### config.mk
export PLATFORM = sky130hd
export DESIGN_NAME = acq_seq_top
export DESIGN_NICKNAME = d
export VERILOG_FILES = /design/src/rtl/acq_seq_pkg.sv /design/src/rtl/acq_rate_gen.sv /design/src/rtl/acq_cal_gen.sv /design/src/rtl/acq_ctrl.sv /design/src/rtl/acq_seq_top.sv
export SDC_FILE = /design/constraint.sdc
export NUM_CORES = 1
export LEC_CHECK = 0
export BUFFER_PORTS_ARGS = -buffer_cell sky130_fd_sc_hd__clkbuf_2
export CORE_AREA = 2 2 93 95
export DETAILED_ROUTE_END_ITERATION = 10
export DIE_AREA = 0 0 95 97
export PLACE_DENSITY = 0.69
export SLEW_MARGIN = 5
export SYNTH_ARGS = -nofsm -noshare
export SYNTH_HDL_FRONTEND = slang
export SYNTH_SLANG_ARGS = --single-unit
### constraint.sdc
create_clock -name clk -period 3.1 [get_ports clk]
set_input_delay 0.31 -clock clk [delete_from_list [all_inputs] [get_ports clk]]
set_output_delay 0.31 -clock clk [all_outputs]
set_load 0.01 [all_outputs]
### src/rtl/acq_seq_pkg.sv
package acq_seq_pkg;
  typedef enum logic [2:0] {
    ST_IDLE  = 3'd0,
    ST_FILL  = 3'd1,
    ST_ARMED = 3'd2,
    ST_POST  = 3'd3,
    ST_DONE  = 3'd4
  } acq_state_e;
endpackage

### src/rtl/acq_rate_gen.sv
module acq_rate_gen #(
  parameter int DEC_W = 8
) (
  input  logic             clk,
  input  logic             rst,
  input  logic             clear,
  input  logic             stb,
  input  logic [DEC_W-1:0] decim,
  output logic             ce
);
  logic [DEC_W-1:0] cnt;

  always_ff @(posedge clk) begin
    if (rst || clear) begin
      cnt <= '0;
      ce  <= 1'b0;
    end else begin
      ce <= 1'b0;
      if (stb) begin
        if (cnt == decim) begin
          cnt <= '0;
          ce  <= 1'b1;
        end else begin
          cnt <= cnt + 1'b1;
        end
      end
    end
  end
endmodule

### src/rtl/acq_cal_gen.sv
module acq_cal_gen #(
  parameter int CAL_HALF = 25
) (
  input  logic clk,
  input  logic rst,
  output logic cal_clk
);
  localparam int CW = (CAL_HALF < 2) ? 1 : $clog2(CAL_HALF);

  generate
    if (CAL_HALF < 2) begin : g_fast
      always_ff @(posedge clk) begin
        if (rst) cal_clk <= 1'b0;
        else     cal_clk <= ~cal_clk;
      end
    end else begin : g_div
      logic [CW-1:0] cnt;
      always_ff @(posedge clk) begin
        if (rst) begin
          cnt     <= '0;
          cal_clk <= 1'b0;
        end else if (cnt == CW'(CAL_HALF - 1)) begin
          cnt     <= '0;
          cal_clk <= ~cal_clk;
        end else begin
          cnt <= cnt + 1'b1;
        end
      end
    end
  endgenerate
endmodule

### src/rtl/acq_ctrl.sv
module acq_ctrl
  import acq_seq_pkg::*;
#(
  parameter int ADDR_W = 10
) (
  input  logic              clk,
  input  logic              rst,
  input  logic              start,
  input  logic [ADDR_W-1:0] pre_cnt,
  input  logic              ce,
  input  logic              trig,
  output logic              launch,
  output acq_state_e        state,
  output logic              wr_en,
  output logic [ADDR_W-1:0] wr_addr,
  output logic              trig_arm,
  output logic              done,
  output logic [ADDR_W-1:0] trig_addr
);
  localparam int DEPTH = 1 << ADDR_W;
  localparam int CNT_W = ADDR_W + 1;

  logic [ADDR_W-1:0] ptr;
  logic [ADDR_W-1:0] pre_q;
  logic [CNT_W-1:0]  rem;
  logic [CNT_W-1:0]  post_len;
  logic [CNT_W-1:0]  cur;
  logic              need_ta;
  logic              active;
  logic              acc;
  logic              post_hit;

  assign launch   = start && (state == ST_IDLE || state == ST_DONE);
  assign active   = (state == ST_FILL) || (state == ST_ARMED) || (state == ST_POST);
  assign acc      = ce && active;
  assign post_hit = acc && ((state == ST_POST) || (state == ST_ARMED && trig));
  assign post_len = CNT_W'(DEPTH) - {1'b0, pre_q};
  assign cur      = (state == ST_ARMED) ? post_len : rem;
  assign trig_arm = (state == ST_ARMED);
  assign done     = (state == ST_DONE);

  always_ff @(posedge clk) begin
    if (rst) begin
      state     <= ST_IDLE;
      ptr       <= '0;
      pre_q     <= '0;
      rem       <= '0;
      need_ta   <= 1'b0;
      wr_en     <= 1'b0;
      wr_addr   <= '0;
      trig_addr <= '0;
    end else begin
      wr_en <= acc;
      if (acc) begin
        wr_addr <= ptr;
        ptr     <= ptr + 1'b1;
      end

      case (state)
        ST_IDLE, ST_DONE: begin
          if (start) begin
            pre_q <= pre_cnt;
            rem   <= {1'b0, pre_cnt};
            state <= (pre_cnt == '0) ? ST_ARMED : ST_FILL;
          end
        end
        ST_FILL: begin
          if (acc) begin
            rem <= rem - 1'b1;
            if (rem == CNT_W'(1)) state <= ST_ARMED;
          end
        end
        ST_ARMED: begin
          if (trig) begin
            state   <= ST_POST;
            rem     <= post_len;
            need_ta <= 1'b1;
          end
        end
        default: ;
      endcase

      if (post_hit) begin
        if (state == ST_ARMED || need_ta) trig_addr <= ptr;
        need_ta <= 1'b0;
        if (cur == CNT_W'(1)) state <= ST_DONE;
        else                  rem   <= cur - 1'b1;
      end
    end
  end
endmodule

### src/rtl/acq_seq_top.sv
module acq_seq_top
  import acq_seq_pkg::*;
#(
  parameter int ADDR_W   = 10,
  parameter int DEC_W    = 8,
  parameter int CAL_HALF = 25
) (
  input  logic              clk,
  input  logic              rst,
  input  logic              start,
  input  logic [ADDR_W-1:0] pre_cnt,
  input  logic [DEC_W-1:0]  decim,
  input  logic              smp_stb,
  input  logic              trig,
  output logic              samp_ce,
  output logic              wr_en,
  output logic [ADDR_W-1:0] wr_addr,
  output logic              trig_arm,
  output logic              done,
  output logic [ADDR_W-1:0] trig_addr,
  output logic              cal_clk
);
  logic       launch;
  acq_state_e state;

  acq_rate_gen #(.DEC_W(DEC_W)) u_rate (
    .clk   (clk),
    .rst   (rst),
    .clear (launch),
    .stb   (smp_stb),
    .decim (decim),
    .ce    (samp_ce)
  );

  acq_cal_gen #(.CAL_HALF(CAL_HALF)) u_cal (
    .clk     (clk),
    .rst     (rst),
    .cal_clk (cal_clk)
  );

  acq_ctrl #(.ADDR_W(ADDR_W)) u_ctrl (
    .clk       (clk),
    .rst       (rst),
    .start     (start),
    .pre_cnt   (pre_cnt),
    .ce        (samp_ce),
    .trig      (trig),
    .launch    (launch),
    .state     (state),
    .wr_en     (wr_en),
    .wr_addr   (wr_addr),
    .trig_arm  (trig_arm),
    .done      (done),
    .trig_addr (trig_addr)
  );
endmodule

**After elaboration in Yosys (flattened, before gate mapping)**

Cells that the tools add are included.

- Input bits: 23
- Output and inout port bits: 25
- Register bits: 71

- Eq/ne operators: 8
- Bitwise gates (word level): 2
- $add $sub $neg: 6
- Multiplexer cells: 17
- Reduce and logical (&&, ||, !) cells: 19

Operators by type and width:

| operator | number |
|---|---|
| 11-bit two-way mux | 6 |
| 11-bit one-hot mux with 3 select lines | 1 |
| 11-bit by 1-bit equality test with 1-bit output, second input constant | 2 |
| 11-bit by 1-bit subtractor with 11-bit output, second input constant | 2 |
| 3-bit two-way mux | 6 |
| 11-bit by 10-bit subtractor with 11-bit output, first input constant | 1 |
| 10-bit by 1-bit adder with 10-bit output, second input constant | 1 |
| 10-bit zero test | 1 |
| 3-bit one-hot mux with 3 select lines | 1 |
| 8-bit by 1-bit adder with 8-bit output, second input constant | 1 |
| 8-bit equality test | 1 |
| 8-bit two-way mux | 1 |
| 2-bit OR reduction | 4 |
| 3-bit by 2-bit equality test with 1-bit output, second input constant | 2 |
| 1-bit logical OR | 6 |
| 2-bit AND reduction | 3 |
| 5-bit by 1-bit adder with 5-bit output, second input constant | 1 |
| 5-bit equality test, second input constant | 1 |
| 1-bit logical AND | 4 |
| 3-bit by 1-bit equality test with 1-bit output, second input constant | 1 |
| 3-bit equality test, second input constant | 1 |
| 3-bit zero test | 1 |
| 2-bit two-way mux | 1 |
| 1-bit inverter | 2 |
| 1-bit two-way mux | 1 |

**Longest topological paths before layout**

- Depth in word-level cells: 8
- Depth in mapped cells: 14
- Depth with buffers taken out: 10

**Hierarchy**

From an unflattened synthesis, not the netlist that was laid out.

- Cells, all modules: 488
- Area, all modules: 4041.4 um^2

By module, submodules not included:

| module | cells an instance | seq. area each (um^2) | times used | area each (um^2) |
|---|---|---|---|---|
| acq_ctrl | 411 | 1121.1 | 1 | 3280.6 |
| acq_rate_gen | 50 | 180.2 | 1 | 465.4 |
| acq_cal_gen | 27 | 120.1 | 1 | 295.3 |

**Least setup slack after synthesis**

OpenSTA, ideal clock, no wires.

- Kind: flip-flop to flip-flop
- Start point: register u_ctrl.state[2]
- End point: register u_ctrl.rem[8]
- Setup time: 0.086 ns
- Cell stages (with the launch flop): 15
- Slack: 0.171 ns
- Data arrival time: 2.844 ns
- Cell sequence: dfxtp_1 buf_6 or3b_1 buf_6 clkinv_2 buf_6 clkbuf_1 nor2_1 a21oi_1 ha_1 nor2b_1 o221ai_1 a2111o_1 xnor2_1 a211oi_1

- Word-level cells in the longest chain between the ends: 8

Ends and longest elaborated chain:

| what | RTL line | source |
|---|---|---|
| start: declaration | acq_ctrl.sv:13 | `output acq_state_e state,` |
| start signal: assignment | acq_ctrl.sv:64 | `state <= (pre_cnt == '0) ? ST_ARMED : ST_FILL;` |
| 3-bit by 2-bit equality test with 1-bit output (*) | - |  |
| via trig_arm | acq_seq_top.sv:18 | `output logic trig_arm,` |
| parallel branches: the longest is 6 deep, another holds 11-bit by 1-bit subtractor with 11-bit output | - |  |
| 11-bit two-way mux (*) | acq_ctrl.sv:83 | `if (post_hit) begin` |
| end signal: assignment | acq_ctrl.sv:63 | `rem <= {1'b0, pre_cnt};` |
| end signal: assignment | acq_ctrl.sv:69 | `rem <= rem - 1'b1;` |
| end signal: assignment | acq_ctrl.sv:87 | `else rem <= cur - 1'b1;` |
| end: declaration | acq_ctrl.sv:25 | `logic [CNT_W-1:0] rem;` |

Mark *: on every way through the listed nets, which the timed path passes.
A chain may end at the register's enable or synchronous reset.

**Worst setup path after layout**

- Start point: register u_ctrl.pre_q[0]
- End point: register u_ctrl.rem[7]

- Word-level cells in the longest chain between the ends: 5

Ends and longest elaborated chain:

| what | RTL line | source |
|---|---|---|
| start: declaration | acq_ctrl.sv:24 | `logic [ADDR_W-1:0] pre_q;` |
| start signal: assignment | acq_ctrl.sv:62 | `pre_q <= pre_cnt;` |
| 11-bit by 10-bit subtractor with 11-bit output (*) | acq_ctrl.sv:37 | `assign post_len = CNT_W'(DEPTH) - {1'b0, pre_q};` |
| 11-bit two-way mux, on equally long branches | acq_ctrl.sv:38, acq_ctrl.sv:74 |  |
| 11-bit by 1-bit subtractor with 11-bit output (tied with other cells) | acq_ctrl.sv:87 |  |
| 11-bit two-way mux | acq_ctrl.sv:86 | `if (cur == CNT_W'(1)) state <= ST_DONE;` |
| 11-bit two-way mux (*) | acq_ctrl.sv:83 |  |
| end signal: assignment | acq_ctrl.sv:63 |  |
| end signal: assignment | acq_ctrl.sv:76 | `rem <= post_len;` |
| end signal: assignment | acq_ctrl.sv:87 |  |

Every way passes the cells marked *; elsewhere a longest branch is shown, timed or not.

==> run metrics <==
type of the worst min-delay path input port to flop; Crit path required time 3.38 ns; maximum vdd ir drop 0.2339 mV; full die area 9215 sq um; Yosys cell types 65; asr flop ratio synth 0; Max clock buf depth 2; Final setup viols 0; post-synth net total 525; row cnt 33; number of post-CTS setup repair buffers 0; post_cts resized 0; Final min period 2.869 ns; vias in the first global route 3,494; #FFs+latches synth 71; RSZ-0062 raised after global routing no; YS warnings 0; main flop type after synthesis dfxtp_1; pwr dens 470.8 nW/um^2; quantity of I/O buffers inserted on ports 47; crit share post-route 0.9254; Post-Route WL 10,400 um; H-Tree Depth 3; clock sinks 71; status finished clean; synthesis-to-layout area growth 13.08%; ANT nets after route 0; Reg2Reg Depth 10; latest clock arrival within the worst-skew pair 0.36 ns; Vias/cell 5.810; worst reg-to-reg setup slack 0.23 ns; FF+latch area 1421 sq um; clk_skew 0.01243 ns; width of the die 95 um; synthesized netlist cell count 493; CP startpoint kind flop; first-pass GRT wire length 16,880 um; Hold Crit Start pre_cnt[8]; Post-Syn Area 4045 sq um; Avg Cell Area, Syn 8.205 sq um; Clock Tree Root clkbuf_8; Crit path largest cell delay 0.52 ns; CP Data Arrival Time 3.15 ns; HPWL after DPL 7525 um; WL/cell 16.20 um; Hold Slack 0.2070 ns; antenna violations before repair 0; Worst Max-Slew Pin Slew 0.8406 ns; worst reg2reg path startpoint u_ctrl.pre_q[0]; Worst setup EP type flop; Pre-antenna DRT Iters 5; Crit Path Class flop to flop; Die Y 97 um; final core utilization 0.5624; Hold Path Sink u_ctrl.pre_q[8]; CTS Buf Count 9; Max Cap Viol 0; Slew headroom 0.4359; global route total overflow 0; # fillers 750; antenna cells 0; DRC 0; GRT Total Usage 0.2309; Critical Path, Cell by Cell inv_1 > ha_1 > or4b_4 > o41ai_1 > a31oi_2 > nand4b_4 > o31ai_4 > buf_4 > o2111a_1 > a211oi_1; Critical R2R Capture u_ctrl.rem[7]; final setup TNS 0 ns; area taken by multi-input logic gates 2425 sq um; core area 8134 sq um; CTS tree built; Starting Density 0.4973; Final Net Count 564; CTS hold repair buffers 0; Post-synth EDFFs 0; largest net degree at the start of global routing 36; Starting DRT DRC Count 303; gpl congestion 0.9613; clock-pin transition on the worst setup and hold timing paths 0.09 ns; CP delay by family, top compound AO/OA/AOI/OAI gates; Max Slew Vio Count 0; Hold Path Depth 3; Highest Clock Rate 348.6 MHz; share of layout cells above drive strength 1 0.1695; WP buf/inv 2; sequential share of the synthesized area 0.3514; Crit-path slowest cell or4b_4; CP Max Fanout 19; Hold Vio Cnt, Final 0; via count 3,730; # IOs 48; Leak 1.865 nW
tightest hold or removal path, delay by kind of cell:
kind	cells	cell delay, ns
buffers and inverters	1	0.11
AND/OR/NAND/NOR	1	0.06
AO/OA/AOI/OAI	1	0.05
power by group:
group / leakage, nW / switching [mW] / internal, mW
Sequential: 0.576 / 0.0349 / 0.932
Clock: 0.112 / 0.396 / 0.464
Combinational: 1.18 / 0.195 / 0.132
state kept, by name, indices dropped and copies added (netlist names):
signal and flops:
u_ctrl.need_ta 1, u_ctrl.pre_q 10, u_rate.ce 1, u_cal.g_div.cnt 5, u_rate.cnt 8, u_ctrl.trig_addr 10
u_ctrl.state 3, u_ctrl.wr_en 1, u_ctrl.wr_addr 10, u_ctrl.ptr 10, u_ctrl.rem 11, u_cal.cal_clk 1
worst max path at each step:
stage                               start            end  slack, ns  cells after the start
after CTS                 u_ctrl.pre_q[0]  u_ctrl.rem[7]       0.25                     10
after global placement    u_ctrl.pre_q[0]  u_ctrl.rem[4]       0.38                     10
final                     u_ctrl.pre_q[0]  u_ctrl.rem[7]       0.23                     10
after floorplan           u_ctrl.state[2]  u_ctrl.rem[8]       0.17                     14
after global routing      u_ctrl.state[1]  u_ctrl.rem[8]       0.07                     10
after detailed placement  u_ctrl.pre_q[0]  u_ctrl.rem[7]       0.27                     10
synthesized netlist by cell type (all sizes together) (2+ instances only):
cell | count | share of area
a2111oi | 2 | 0.0059
a211oi | 10 | 0.024
a21oi | 36 | 0.045
a221oi | 2 | 0.0043
a22oi | 3 | 0.0056
a311oi | 3 | 0.0065
a31oi | 4 | 0.0077
a41o | 2 | 0.0049
and2 | 5 | 0.0084
and3 | 7 | 0.011
and4 | 2 | 0.0043
buf | 10 | 0.018
clkbuf | 20 | 0.019
dfxtp | 71 | 0.35
ha | 9 | 0.028
inv | 12 | 0.011
mux2i | 16 | 0.040
nand2 | 65 | 0.060
nand2b | 5 | 0.0077
nand3 | 11 | 0.014
nand3b | 2 | 0.0037
nand4 | 8 | 0.012
nand4b | 2 | 0.0080
nor2 | 61 | 0.058
nor2b | 7 | 0.011
nor3 | 11 | 0.017
nor3b | 4 | 0.0074
nor4 | 10 | 0.015
o2111a | 2 | 0.0056
o211a | 2 | 0.0049
o211ai | 3 | 0.0056
o21a | 5 | 0.0093
o21ai | 12 | 0.015
o31ai | 2 | 0.0084
o41ai | 2 | 0.0043
or3 | 4 | 0.0062
xnor2 | 22 | 0.048
xor2 | 25 | 0.054
routing by layer:
metal,GRT usage,routed length [um],vias to the layer above
met5,0,0,-
met4,0.09699,317,0
met3,0.05452,723,32
met2,0.3497,4805,144
met1,0.3125,4555,1743
li1,-,-,1811
cell usage in the layout (no fill, tap or decap), drive strengths merged, types with 11 or more instances in the layout:
cell type	count
nor2	61
nand2	65
nand3	11
dfxtp	71
xor2	25
xnor2	22
o21ai	12
inv	14
a21oi	36
buf	11
clkbuf	56
mux2i	16
nor3	11
stage by stage:
step	instance area (sq um)	setup slack [ns]	total power, mW	cells
after floorplan	4045	0.1705	1.224	493
after global placement	4345	0.3813	1.304	626
after detailed placement	4345	0.2729	1.307	626
after CTS	4574	0.2511	2.162	642
after global routing	4574	0.07144	2.235	642
final	4574	0.2312	2.154	642
layout make-up:
cell class,count,area share
clock inverters,7,0.02298
inverters,13,0.01094
multi-input cells,379,0.5301
repair buffers,58,0.06947
well taps,105,0.02872
flip-flops and latches,71,0.3107
clock buffers,9,0.02708
logic make-up (layout without fill, tap and decap cells):
family          after synthesis  after routing  synth area share
flops                        71             71            0.3514
fa+ha+maj                     9              9           0.02784
xor+xnor                     47             47            0.1018
simple gates                208            208            0.2539
mux                          16             16           0.03959
compound gates               99             99            0.1763
buf+inv                      43             87           0.04918
Power figures use the tool's default switching activity.
